**config.mk**
```make
export PLATFORM = sky130hd
export DESIGN_NAME = booth_seq_mul
export DESIGN_NICKNAME = d
export VERILOG_FILES = /design/src/rtl/booth_pkg.sv /design/src/rtl/booth_addend_gen.sv /design/src/rtl/booth_step.sv /design/src/rtl/booth_ctrl.sv /design/src/rtl/booth_seq_mul.sv
export SDC_FILE = /design/constraint.sdc
export NUM_CORES = 1
export LEC_CHECK = 0
export BUFFER_PORTS_ARGS = -buffer_cell sky130_fd_sc_hd__buf_2
export CORE_ASPECT_RATIO = 2
export CORE_MARGIN = 4
export CORE_UTILIZATION = 56
export DETAILED_ROUTE_END_ITERATION = 12
export GPL_ROUTABILITY_DRIVEN = 0
export PLACE_DENSITY = 0.9
export RECOVER_POWER = 25
export SETUP_SLACK_MARGIN = 0.5
export SYNTH_ARGS = -nofsm -noshare
export SYNTH_HDL_FRONTEND = slang
export SYNTH_SLANG_ARGS = --single-unit
```
**constraint.sdc**
```tcl
create_clock -name clk -period 3.06 [get_ports clk]
set_input_delay 0 -clock clk [delete_from_list [all_inputs] [get_ports clk]]
set_output_delay 0 -clock clk [all_outputs]
set_load 0.005 [all_outputs]
```
**src/rtl/booth_pkg.sv**
```systemverilog
package booth_pkg;
  typedef enum logic [1:0] {
    ST_IDLE = 2'd0,
    ST_RUN  = 2'd1,
    ST_DONE = 2'd2
  } booth_state_e;
endpackage

```
**src/rtl/booth_addend_gen.sv**
```systemverilog
// Builds the two pre-aligned addends from the multiplicand: +m and -m,
// each sign-extended by one guard bit and shifted above the multiplier field.
module booth_addend_gen #(
  parameter int X_W = 8,
  parameter int Y_W = 8,
  localparam int REG_W = X_W + Y_W + 2
) (
  input  logic [X_W-1:0]   mcand,
  output logic [REG_W-1:0] add_pos,
  output logic [REG_W-1:0] add_neg
);
  logic [X_W:0] m_ext;
  logic [X_W:0] m_neg;

  always_comb begin
    m_ext   = {mcand[X_W-1], mcand};
    m_neg   = (~m_ext) + {{X_W{1'b0}}, 1'b1};
    add_pos = {m_ext, {(Y_W+1){1'b0}}};
    add_neg = {m_neg, {(Y_W+1){1'b0}}};
  end
endmodule

```
**src/rtl/booth_step.sv**
```systemverilog
// One recoding step: look at the two lowest bits, conditionally add,
// then shift right arithmetically. Carry out of the top bit is dropped.
module booth_step #(
  parameter int X_W = 8,
  parameter int Y_W = 8,
  localparam int REG_W = X_W + Y_W + 2
) (
  input  logic [REG_W-1:0] acc,
  input  logic [REG_W-1:0] add_pos,
  input  logic [REG_W-1:0] add_neg,
  output logic [REG_W-1:0] acc_next
);
  logic [REG_W-1:0] sum;

  always_comb begin
    unique case (acc[1:0])
      2'b01:   sum = acc + add_pos;
      2'b10:   sum = acc + add_neg;
      default: sum = acc;
    endcase
    acc_next = {sum[REG_W-1], sum[REG_W-1:1]};
  end
endmodule

```
**src/rtl/booth_ctrl.sv**
```systemverilog
// Three-state controller with an iteration counter.
module booth_ctrl
  import booth_pkg::*;
#(
  parameter int Y_W = 8,
  localparam int CNT_W = $clog2(Y_W + 1)
) (
  input  logic clk,
  input  logic rst_n,
  input  logic in_valid,
  input  logic out_ready,
  output logic in_ready,
  output logic out_valid,
  output logic load,
  output logic step_en
);
  localparam logic [CNT_W-1:0] LAST = CNT_W'(Y_W - 1);

  booth_state_e     state;
  logic [CNT_W-1:0] iter;

  assign in_ready  = (state == ST_IDLE);
  assign out_valid = (state == ST_DONE);
  assign load      = in_ready && in_valid;
  assign step_en   = (state == ST_RUN);

  always_ff @(posedge clk or negedge rst_n) begin
    if (!rst_n) begin
      state <= ST_IDLE;
      iter  <= '0;
    end else begin
      unique case (state)
        ST_IDLE: if (in_valid) begin
          state <= ST_RUN;
          iter  <= '0;
        end
        ST_RUN: begin
          iter <= iter + 1'b1;
          if (iter == LAST) state <= ST_DONE;
        end
        ST_DONE: if (out_ready) state <= ST_IDLE;
        default: state <= ST_IDLE;
      endcase
    end
  end
endmodule

```
**src/rtl/booth_seq_mul.sv**
```systemverilog
module booth_seq_mul #(
  parameter int X_W = 8,
  parameter int Y_W = 8
) (
  input  logic               clk,
  input  logic               rst_n,
  input  logic               in_valid,
  output logic               in_ready,
  input  logic [X_W-1:0]     mcand,
  input  logic [Y_W-1:0]     mplier,
  output logic               out_valid,
  input  logic               out_ready,
  output logic [X_W+Y_W-1:0] product
);
  localparam int REG_W = X_W + Y_W + 2;

  logic             load;
  logic             step_en;
  logic [REG_W-1:0] acc;
  logic [REG_W-1:0] acc_next;
  logic [REG_W-1:0] add_pos;
  logic [REG_W-1:0] add_neg;
  logic [REG_W-1:0] pos_q;
  logic [REG_W-1:0] neg_q;

  booth_ctrl #(.Y_W(Y_W)) u_ctrl (
    .clk(clk), .rst_n(rst_n), .in_valid(in_valid), .out_ready(out_ready),
    .in_ready(in_ready), .out_valid(out_valid), .load(load), .step_en(step_en)
  );

  booth_addend_gen #(.X_W(X_W), .Y_W(Y_W)) u_addend (
    .mcand(mcand), .add_pos(add_pos), .add_neg(add_neg)
  );

  booth_step #(.X_W(X_W), .Y_W(Y_W)) u_step (
    .acc(acc), .add_pos(pos_q), .add_neg(neg_q), .acc_next(acc_next)
  );

  always_ff @(posedge clk or negedge rst_n) begin
    if (!rst_n) begin
      acc   <= '0;
      pos_q <= '0;
      neg_q <= '0;
    end else if (load) begin
      acc   <= {{(X_W+1){1'b0}}, mplier, 1'b0};
      pos_q <= add_pos;
      neg_q <= add_neg;
    end else if (step_en) begin
      acc <= acc_next;
    end
  end

  assign product = acc[REG_W-2:1];
endmodule

```
==> results of run 1 <==
[cell families (layout without fill, tap and decap cells)]
family,after synthesis,in the layout,share of synthesized area (%)
AOI/OAI and AO/OA,66,66,17.1
and+or+nand+nor,62,62,12.8
DFF,39,39,41.4
buffers and inverters,32,59,8.44
muxes,19,19,8.86
adders and majority gates,13,13,7.22
xor gates and xnor gates,11,11,4.09
[power breakdown]
group          switching [mW]  internal, mW
combinational           0.812         0.768
sequential              0.222         0.761
clock                   0.175         0.238
total                    1.21          1.77
[flip-flops by register name, summed over array words and instances, names as in the netlist]
name          count
u_ctrl.iter       4
acc              17
neg_q             9
u_ctrl.state      2
pos_q             7
[cells in the final DEF, fill, tap and decap left out, drive strengths merged, types with 7 or more instances in the layout]
cell type	instances
a21oi	12
a22oi	7
buf	32
clkbuf	12
dfrtp	39
dlygate4sd3	10
ha	12
mux2	15
nand2	26
nor2	9
nor2b	10
o21ai	29
xnor2	7
[final timing paths]
| check | end | slack (ps) | cells past startpoint |
|---|---|---|---|
| setup / recovery | acc[16] | 520 | 8 |
| hold / removal | pos_q[13] | 4 | 2 |
| setup reg to reg | acc[16] | 520 | 8 |
| hold reg to reg | pos_q[12] | 480 | 1 |
| max in group asynchronous | neg_q[9] | 1090 | 2 |
| min in group asynchronous | neg_q[16] | 820 | 2 |
[metrics by stage]
stage / instance area [µm²] / utilization, % / total power [mW] / cells
after floorplan: 2360 / - / 2.21 / 242
after global placement: 2430 / 59.6 / 2.39 / 304
after detailed placement: 2430 / 59.6 / 2.46 / 304
after CTS: 2650 / 64.9 / 2.92 / 321
after global routing: 2670 / 65.4 / 3.23 / 321
final: 2670 / 65.4 / 2.98 / 321
[cells in the mapped netlist (2+ instances only)]
cell type / instances / area, µm²
dfrtp_1: 39 / 976
nand2_1: 26 / 97.6
buf_4: 16 / 120
o21ai_0: 16 / 80.1
o21ai_1: 13 / 65.1
a21oi_1: 12 / 60.1
ha_1: 12 / 150
nor2b_1: 10 / 62.6
nor2_1: 9 / 33.8
clkbuf_1: 8 / 30.0
mux2_1: 8 / 90.1
a22oi_1: 7 / 52.6
mux2_2: 7 / 78.8
xnor2_1: 7 / 61.3
nand3_1: 5 / 25.0
a22o_1: 4 / 35.0
mux2i_1: 4 / 40.0
xor2_1: 4 / 35.0
a32oi_1: 3 / 26.3
buf_2: 3 / 15.0
inv_1: 3 / 11.3
nand2b_1: 3 / 18.8
o31ai_1: 3 / 22.5
a21o_1: 2 / 15.0
buf_6: 2 / 22.5
or3_1: 2 / 12.5
[layout make-up]
type                            instances  area [µm²]  area share, %
Multi-Input combinational cell        171        1220           45.7
Sequential cell                        39         976           36.5
Timing Repair Buffer                   49         292           10.9
Clock buffer                            5        68.8           2.58
Tap cell                               52        65.1           2.44
Clock inverter                          2        37.5           1.41
Inverter                                3        11.3          0.422
[repair_timing]
action	4_1_cts	5_1_grt
pin swaps	0	1
setup endpoints to repair	2	2
resized for setup	2	5
endpoints found under the hold margin	48	0
hold buffers	10	0
[layer usage]
layer / global-route usage, % / up-vias
li1: - / 898
met1: 22.7 / 872
met2: 36.6 / 47
met3: 3.15 / 5
met4: 7.68 / 0
met5: 0 / -
[critical path, cell delays in order (launching register included)]
cell and delay [ps]:
dfrtp_1 450, ha_4 240, mux2_2 350, ha_1 390, nand3_1 120, a211oi_1 320
nor2_1 130, o311ai_1 320, a31o_1 140
==> impl_metrics.toml, run 1 <==
[cts]
post-cts-setup-buffers = 0
cts.sinks = 39
cts.reportedPaths.clkPinSlew_ps = 70
cts_max_level = 2
clk_path_buf_depth = 2
root_buffer = "clkbuf_8"
cts_tree = "built"
clk_latency_ps = 290
cts_buffers = 5

[sta]
relSlewSlack_pct = -34.4
finalCriticalPeriod_ps = 2540
slew_violations = 40
min_period_over_period_pct = 82.9
max_clock_freq_mhz = 394
finalHoldViolations = 0
rsz0062_at_grt = "yes"
setup_tns_ps = 0
setup_ws_ps = 524
setup_viol = 0
worst_slew_pin_slew_ps = 2020
clock_skew_ps = 6.43
timing.hold.ws_ps = 3.77

[synthesis]
synth_area_per_cell_um2 = 9.74
ys_seq_elements = 39
ys.flop_type = "dfrtp_1"
synthesis.area_um2 = 2360
synth-seq-area-share_pct = 41.4
netlist_instances = 242
synthArstFlopShare_pct = 100
yosysUniqueCellTypes = 40
synth.yosys.warnings = 0
synth_edf_count = 0
syn_nets = 275

[global_routing]
grt_pass1_wl_um = 8200
grt_pass1_vias = 1837
gr-usage-all-layers_pct = 20.4
overflow = 0
antenna_found_initial = 0
grt_start_max_net_pins = 40

[drt]
num_vias = 1822
drtAntennaViolNets = 0
wl_met3_um = 214
avgViaCountPerCell = 5.68
drtIter0Drc = 35
dr.pass1.iters = 4
wirelength_um = 4810
wl_per_cell_um = 15.0
drt-met1-wl_um = 1880
met2WireLength_um = 2640
top_layer_used = "met4"
drc = 0

[setup_path]
rr_startpoint = "acc[1]"
arrival_ps = 2760
critPathCaptureType = "flop"
cp.required_ps = 3290
path_class = "reg2reg"
startpoint = "acc[1]"
start_kind = "flop"
worstPathMaxFanout = 8

[placed_design]
pre_cts_slack_ps = 385
dp_hpwl_um = 3490
port_buffers = 37

[min_path]
hold_class = "in2reg"
hold_start = "mcand[4]"

[cells_and_area]
drive_above_1_share_pct = 19.3
n_antenna_cell = 0
syn_to_final_growth_pct = 13.3
nNetsFinal = 302
nFillCells = 341

[die]
core_area_um2 = 4090
die-height_um = 99.8
die_w_um = 53.9
io_pins = 38
start_util_pct = 57.7
row_count = 33
die-area_um2 = 5370

[outcome]
status = "finished, violations left"
violations = "max-capacitance violations, max-slew violations"

[pwr]
ir_drop_uv = 661
pwr_density_cell_nw_per_um2 = 1110
leakage_nw = 1.21

[flow_run]
max_cap_violations = 1
No activity file was read; power rests on OpenSTA's default activity.
==> run 2, diff against run 1 <==
ABC_AREA = 1   (was not set)
CORE_UTILIZATION = 51   (was 56)
PLACE_DENSITY = 0.87   (was 0.9)
clock period = 2.3 ns   (was 3.06 ns; I/O delays follow)
==> impl_metrics.toml, run 2 <==
[synthesis]
netlist_instances = 325
synth_top_area_cell = "dfrtp_1"
synth_compound_area_share_pct = 9.65
ys.flop_type = "dfrtp_1"
synthAdderAreaFrac_pct = 7.02
synthArstFlopShare_pct = 100
ys_seq_elements = 39
syn_nets = 358
yosysMostFrequentCell = "nand2_1"
synth_common_cells = "nand2_1, dfrtp_1, inv_1"
synthMuxAreaShare_pct = 0
synthXorXnorAreaFrac_pct = 0.723
synth-seq-area-share_pct = 40.3
synth_edf_count = 0
synth.yosys.warnings = 0
synthSimpleGateAreaFrac_pct = 29.1
synthTopCellsByArea = "dfrtp_1, nand2_1, ha_1"
synth_top_area_share_pct = 40.3
yosysUniqueCellTypes = 33
synth_top_family_by_area = "simple AND/OR/NAND/NOR gates"
synthesis.area_um2 = 2420
synth_area_per_cell_um2 = 7.46

[setup_path]
critPathCaptureType = "flop"
worstPathCellList = "ha_4 > inv_6 > nand2_4 > nand2_4 > ha_4 > a21oi_2 > nand2_2 > nand2_2 > nand2_1 > nand2_1 > nand3_1 > nand2_1 > nand2_1"
start_kind = "flop"
path_class = "reg2reg"
worstPathMaxFanout = 7
arrival_ps = 2090
cp.required_ps = 2500
critPathBufInv = 1
cp_common_cell = "nand2_1"
cp_slowest_cell = "dfrtp_1"
max_stage_delay_ps = 430
cp_top_family = "simple AND/OR/NAND/NOR gates"

[sta]
finalHoldViolations = 0
finalCriticalPeriod_ps = 1890
setup_tns_ps = 0
clock_skew_ps = 8.53
min_period_over_period_pct = 82.1
rsz0062_at_grt = "yes"
slew_violations = 0
max_clock_freq_mhz = 529
setup_viol = 0
relSlewSlack_pct = 36.2
worst_slew_pin_slew_ps = 957

[cts]
cts_buffers = 5
cts_max_level = 2
cts.sinks = 39
clk_path_buf_depth = 2
clk_latency_ps = 300
root_buffer = "clkbuf_8"
cts.reportedPaths.clkPinSlew_ps = 80
cts_tree = "built"

[drt]
drtAntennaViolNets = 0
drtIter0Drc = 132
wl_per_cell_um = 14.7
num_vias = 2218
wirelength_um = 6140
dr.pass1.iters = 6
avgViaCountPerCell = 5.31
drc = 0

[global_routing]
gr-usage-all-layers_pct = 20.8
grt_pass1_wl_um = 9780
antenna_found_initial = 0
grt_start_max_net_pins = 40
grt_pass1_vias = 2155
overflow = 0

[cells_and_area]
fin_util_pct = 65.3
syn_to_final_growth_pct = 23.9
largest_reg_flops = 17
reg_top3 = "acc: 17 flops, neg_q: 9 flops, pos_q: 7 flops"
multi_input_area_um2 = 1340
top_register = "acc"
nFillCells = 361
nNetsFinal = 396
n_antenna_cell = 0
mostFrequentLayoutCell = "nand2_1"
ff_latch_area_um2 = 976
drive_above_1_share_pct = 24.5
final_cell_mix = "nand2_1, dfrtp_1, inv_1, buf_2, nand3_1"

[pwr]
pwr_density_cell_nw_per_um2 = 1620
leakage_nw = 1.53
ir_drop_uv = 844

[die]
row_count = 35
die_w_um = 56.7
die-area_um2 = 5990
io_pins = 38
start_util_pct = 52.7
core_area_um2 = 4600
die-height_um = 105

[min_path]
hold_class = "in2reg"

[flow_run]
max_cap_violations = 0

[placed_design]
port_buffers = 37
dp_hpwl_um = 3860

[outcome]
status = "completed"
## run 2: cell types whose count changed in the layout (fill, tap and decap cells not counted), moves of 7 or more
cell	previous run	this run
xnor2_1	7	0
nand2_1	26	96
mux2_1	8	0
nor2_1	9	19
mux2_2	7	0
a22oi_1	7	0
nand2_2	0	16
nor2b_1	10	0
o21ai_1	13	5
nand3_1	5	24
inv_1	3	30
## run 2: cell type report
cell class	count	area share [%]
Multi-Input combinational cell	224	44.7
Sequential cell	39	32.5
Timing Repair Buffer	57	12.2
Inverter	36	4.75
Clock buffer	5	2.29
Tap cell	55	2.29
Clock inverter	2	1.25
## run 2: worst register-to-register path, cell delays in order (launching register included)
cell and delay [ps]:
dfrtp_1 430, ha_4 220, inv_6 100, nand2_4 60, nand2_4 100, ha_4 220, a21oi_2 150, nand2_2 110
nand2_2 90, nand2_1 60, nand2_1 60, nand3_1 80, nand2_1 90, nand2_1 40
## run 2: path summary, 6_finish.rpt
| kind | end | slack, ps | cells after the start | startpoint |
|---|---|---|---|---|
| max in group asynchronous | acc[3] | 1320 | 2 | rst_n |
| hold / removal | neg_q[11] | 10 | 3 | mcand[2] |
| setup reg to reg | acc[13] | 410 | 13 | acc[1] |
| setup / recovery | acc[13] | 410 | 13 | acc[1] |
| hold reg to reg | pos_q[13] | 490 | 2 | pos_q[13] |
| min in group asynchronous | acc[15] | 370 | 2 | rst_n |
## run 2: routing by layer
| metal | track usage [%] | wire length, µm | up-vias |
|---|---|---|---|
| li1 | - | - | 1091 |
| met1 | 24.0 | 2350 | 1048 |
| met2 | 37.1 | 3390 | 66 |
| met3 | 2.45 | 255 | 13 |
| met4 | 10.1 | 141 | 0 |
| met5 | 0 | 0 | - |
## run 2: power breakdown
| part | internal, mW | switching, mW | total (mW) | leakage (nW) |
|---|---|---|---|---|
| Clock | 0.317 | 0.256 | 0.573 | 0.0502 |
| Sequential | 1.01 | 0.302 | 1.32 | 0.488 |
| Combinational | 1.25 | 1.73 | 2.98 | 0.989 |
| Total | 2.58 | 2.29 | 4.87 | 1.53 |
## run 2: cells by family after synthesis
kind of cell | Yosys count
buffers and inverters | 62
adder cells (fa/ha/maj) | 13
flip-flops | 39
AND/OR/NAND/NOR | 169
XOR/XNOR | 2
AO/OA/AOI/OAI | 40
## run 2: stage by stage
stage | worst slack [ps] | cell area (µm²) | std cells | total power [mW] | hold slack [ps]
final | 411 | 3000 | 418 | 4.87 | 14.2
after global placement | 242 | 2500 | 391 | 3.39 | 144
after CTS | 432 | 2920 | 417 | 4.49 | 17.6
after floorplan | 480 | 2440 | 325 | 3.11 | -296
after global routing | 308 | 3000 | 418 | 5.24 | 50.4
after detailed placement | 167 | 2500 | 391 | 3.48 | 159
## run 2: timing repair
| action | 4_1_cts | 5_1_grt |
|---|---|---|
| hold buffers | 14 | 0 |
| setup endpoints to repair | 8 | 12 |
| pin swaps | 11 | 13 |
| gates resized for setup | 24 | 27 |
| endpoints found under the hold margin | 54 | 0 |
| setup buffers | 5 | 1 |
==> run 3, diff against run 2 <==
clock period = 1.5 ns   (was 2.3 ns; I/O delays follow)
==> impl_metrics.toml, run 3 (synthesis results as in run 2) <==
[cts]
cts_max_level = 2
cts.sinks = 39
clk_latency_ps = 320
clk_path_buf_depth = 2
cts_tree = "built"
cts_buffers = 5
root_buffer = "clkbuf_8"
cts.reportedPaths.clkPinSlew_ps = 90

[cells_and_area]
multi_input_area_um2 = 1660
mostFrequentLayoutCell = "nand2_1"
top_register = "acc"
nNetsFinal = 441
ff_latch_area_um2 = 978
nFillCells = 204
largest_reg_flops = 17
reg_top3 = "acc: 17 flops, neg_q: 9 flops, pos_q: 7 flops"
finalInstanceArea_um2 = 3920
final_cells = 464
n_antenna_cell = 0
fin_util_pct = 85.2
final_cell_mix = "nand2_1, dfrtp_1, buf_2, inv_1, buf_4"
drive_above_1_share_pct = 48.7
syn_to_final_growth_pct = 61.7

[drt]
wirelength_um = 10500
dr.pass1.iters = 5
drc = 0
drtIter0Drc = 199
wl_per_cell_um = 22.7
avgViaCountPerCell = 6.15
num_vias = 2854
drtAntennaViolNets = 0

[global_routing]
grt_pass1_wl_um = 14900
antenna_found_initial = 0
overflow = 0
gr-usage-all-layers_pct = 33.0
grt_start_max_net_pins = 40
grt_pass1_vias = 2996

[sta]
timing.hold.ws_ps = 7.81
rsz0062_at_grt = "yes"
clock_skew_ps = 13.1
finalCriticalPeriod_ps = 2040
relSlewSlack_pct = 32.3
setup_tns_ps = -3470
min_period_over_period_pct = 136
setup_viol = 8
finalHoldViolations = 0
worst_slew_pin_slew_ps = 1020
setup_ws_ps = -541
max_clock_freq_mhz = 490
slew_violations = 0

[placed_design]
dp_hpwl_um = 4410
place_area_um2 = 2760
pre_cts_slack_ps = -570
port_buffers = 37
dp.cells = 416

[setup_path]
cp_common_cell = "nand2_1"
arrival_ps = 2260
startpoint = "acc[0]"
start_kind = "flop"
rr_startpoint = "acc[0]"
max_stage_delay_ps = 400
cp.required_ps = 1720
worstPathCellList = "inv_2 > ha_4 > inv_4 > nand2_2 > nand2_2 > fa_2 > nand2_2 > nand2_1 > nand3b_1 > nand2_1 > nand2_1 > nand3_1 > nand2_1 > nand2_1"
path_class = "reg2reg"
critPathCaptureType = "flop"
worstPathMaxFanout = 7
cp_slowest_cell = "dfrtp_1"

[min_path]
hold_class = "in2reg"
hold_start = "mcand[2]"

[die]
die-height_um = 105
row_count = 35
io_pins = 38
die-area_um2 = 5990
start_util_pct = 52.7
core_area_um2 = 4600
die_w_um = 56.7

[pwr]
leakage_nw = 1.98
finalPower_mw = 10.6
pwr_density_cell_nw_per_um2 = 2720
ir_drop_uv = 1990

[outcome]
violations = "negative setup slack"
status = "finished, violations left"

[flow_run]
max_cap_violations = 0
-- run 3: cell types whose count changed in the layout (fill, tap and decap cells not counted), sizes merged --
cell | before | now
nor2 | 24 | 25
buf | 34 | 86
clkinv | 0 | 3
clkinvlp | 1 | 0
inv | 36 | 35
clkbuf | 14 | 6
-- run 3: per-layer routing --
metal	global-route usage [%]	part of all wire [%]	up-vias
li1	-	-	1183
met1	33.7	32	1373
met2	56.9	52	218
met3	6.37	7.2	80
met4	25.5	8.4	0
met5	0	0	-
-- run 3: path summary, 6_finish.rpt --
path	to	slack, ps	cells after the start
hold reg to reg	neg_q[17]	530	2
hold / removal	neg_q[11]	8	3
max in group asynchronous	u_ctrl.state[0]	330	3
setup reg to reg	acc[14]	-540	14
min in group asynchronous	neg_q[13]	470	3
setup / recovery	acc[14]	-540	14
-- run 3: layout make-up --
cell class / instances / share of cell area [%]
clock inverters: 3 / 1.12
inverters: 36 / 4.28
multi-input cells: 225 / 42.3
flip-flops and latches: 39 / 25.0
repair buffers: 101 / 23.9
clock buffers: 5 / 1.76
well taps: 55 / 1.76
-- run 3: critical path, delay by kind of cell, from the launching register on --
kind | cells | cell delay, ps
simple gates | 10 | 810
fa+ha+maj | 2 | 580
flops | 1 | 400
buf+inv | 2 | 170
-- run 3: repair_timing --
action                                 CTS  global route
cloned                                   5             0
setup endpoints to repair               44            48
resized for setup                       99            51
hold buffers                            14             0
pin swaps                               23            23
endpoints found under the hold margin   54             0
setup buffers                           20             1
-- run 3: power breakdown --
part | leakage, nW | internal, mW | total [mW] | switching, mW
clock network | 0.0581 | 0.496 | 0.940 | 0.444
registers | 0.485 | 1.56 | 2.20 | 0.645
logic | 1.43 | 3.54 | 7.50 | 3.96
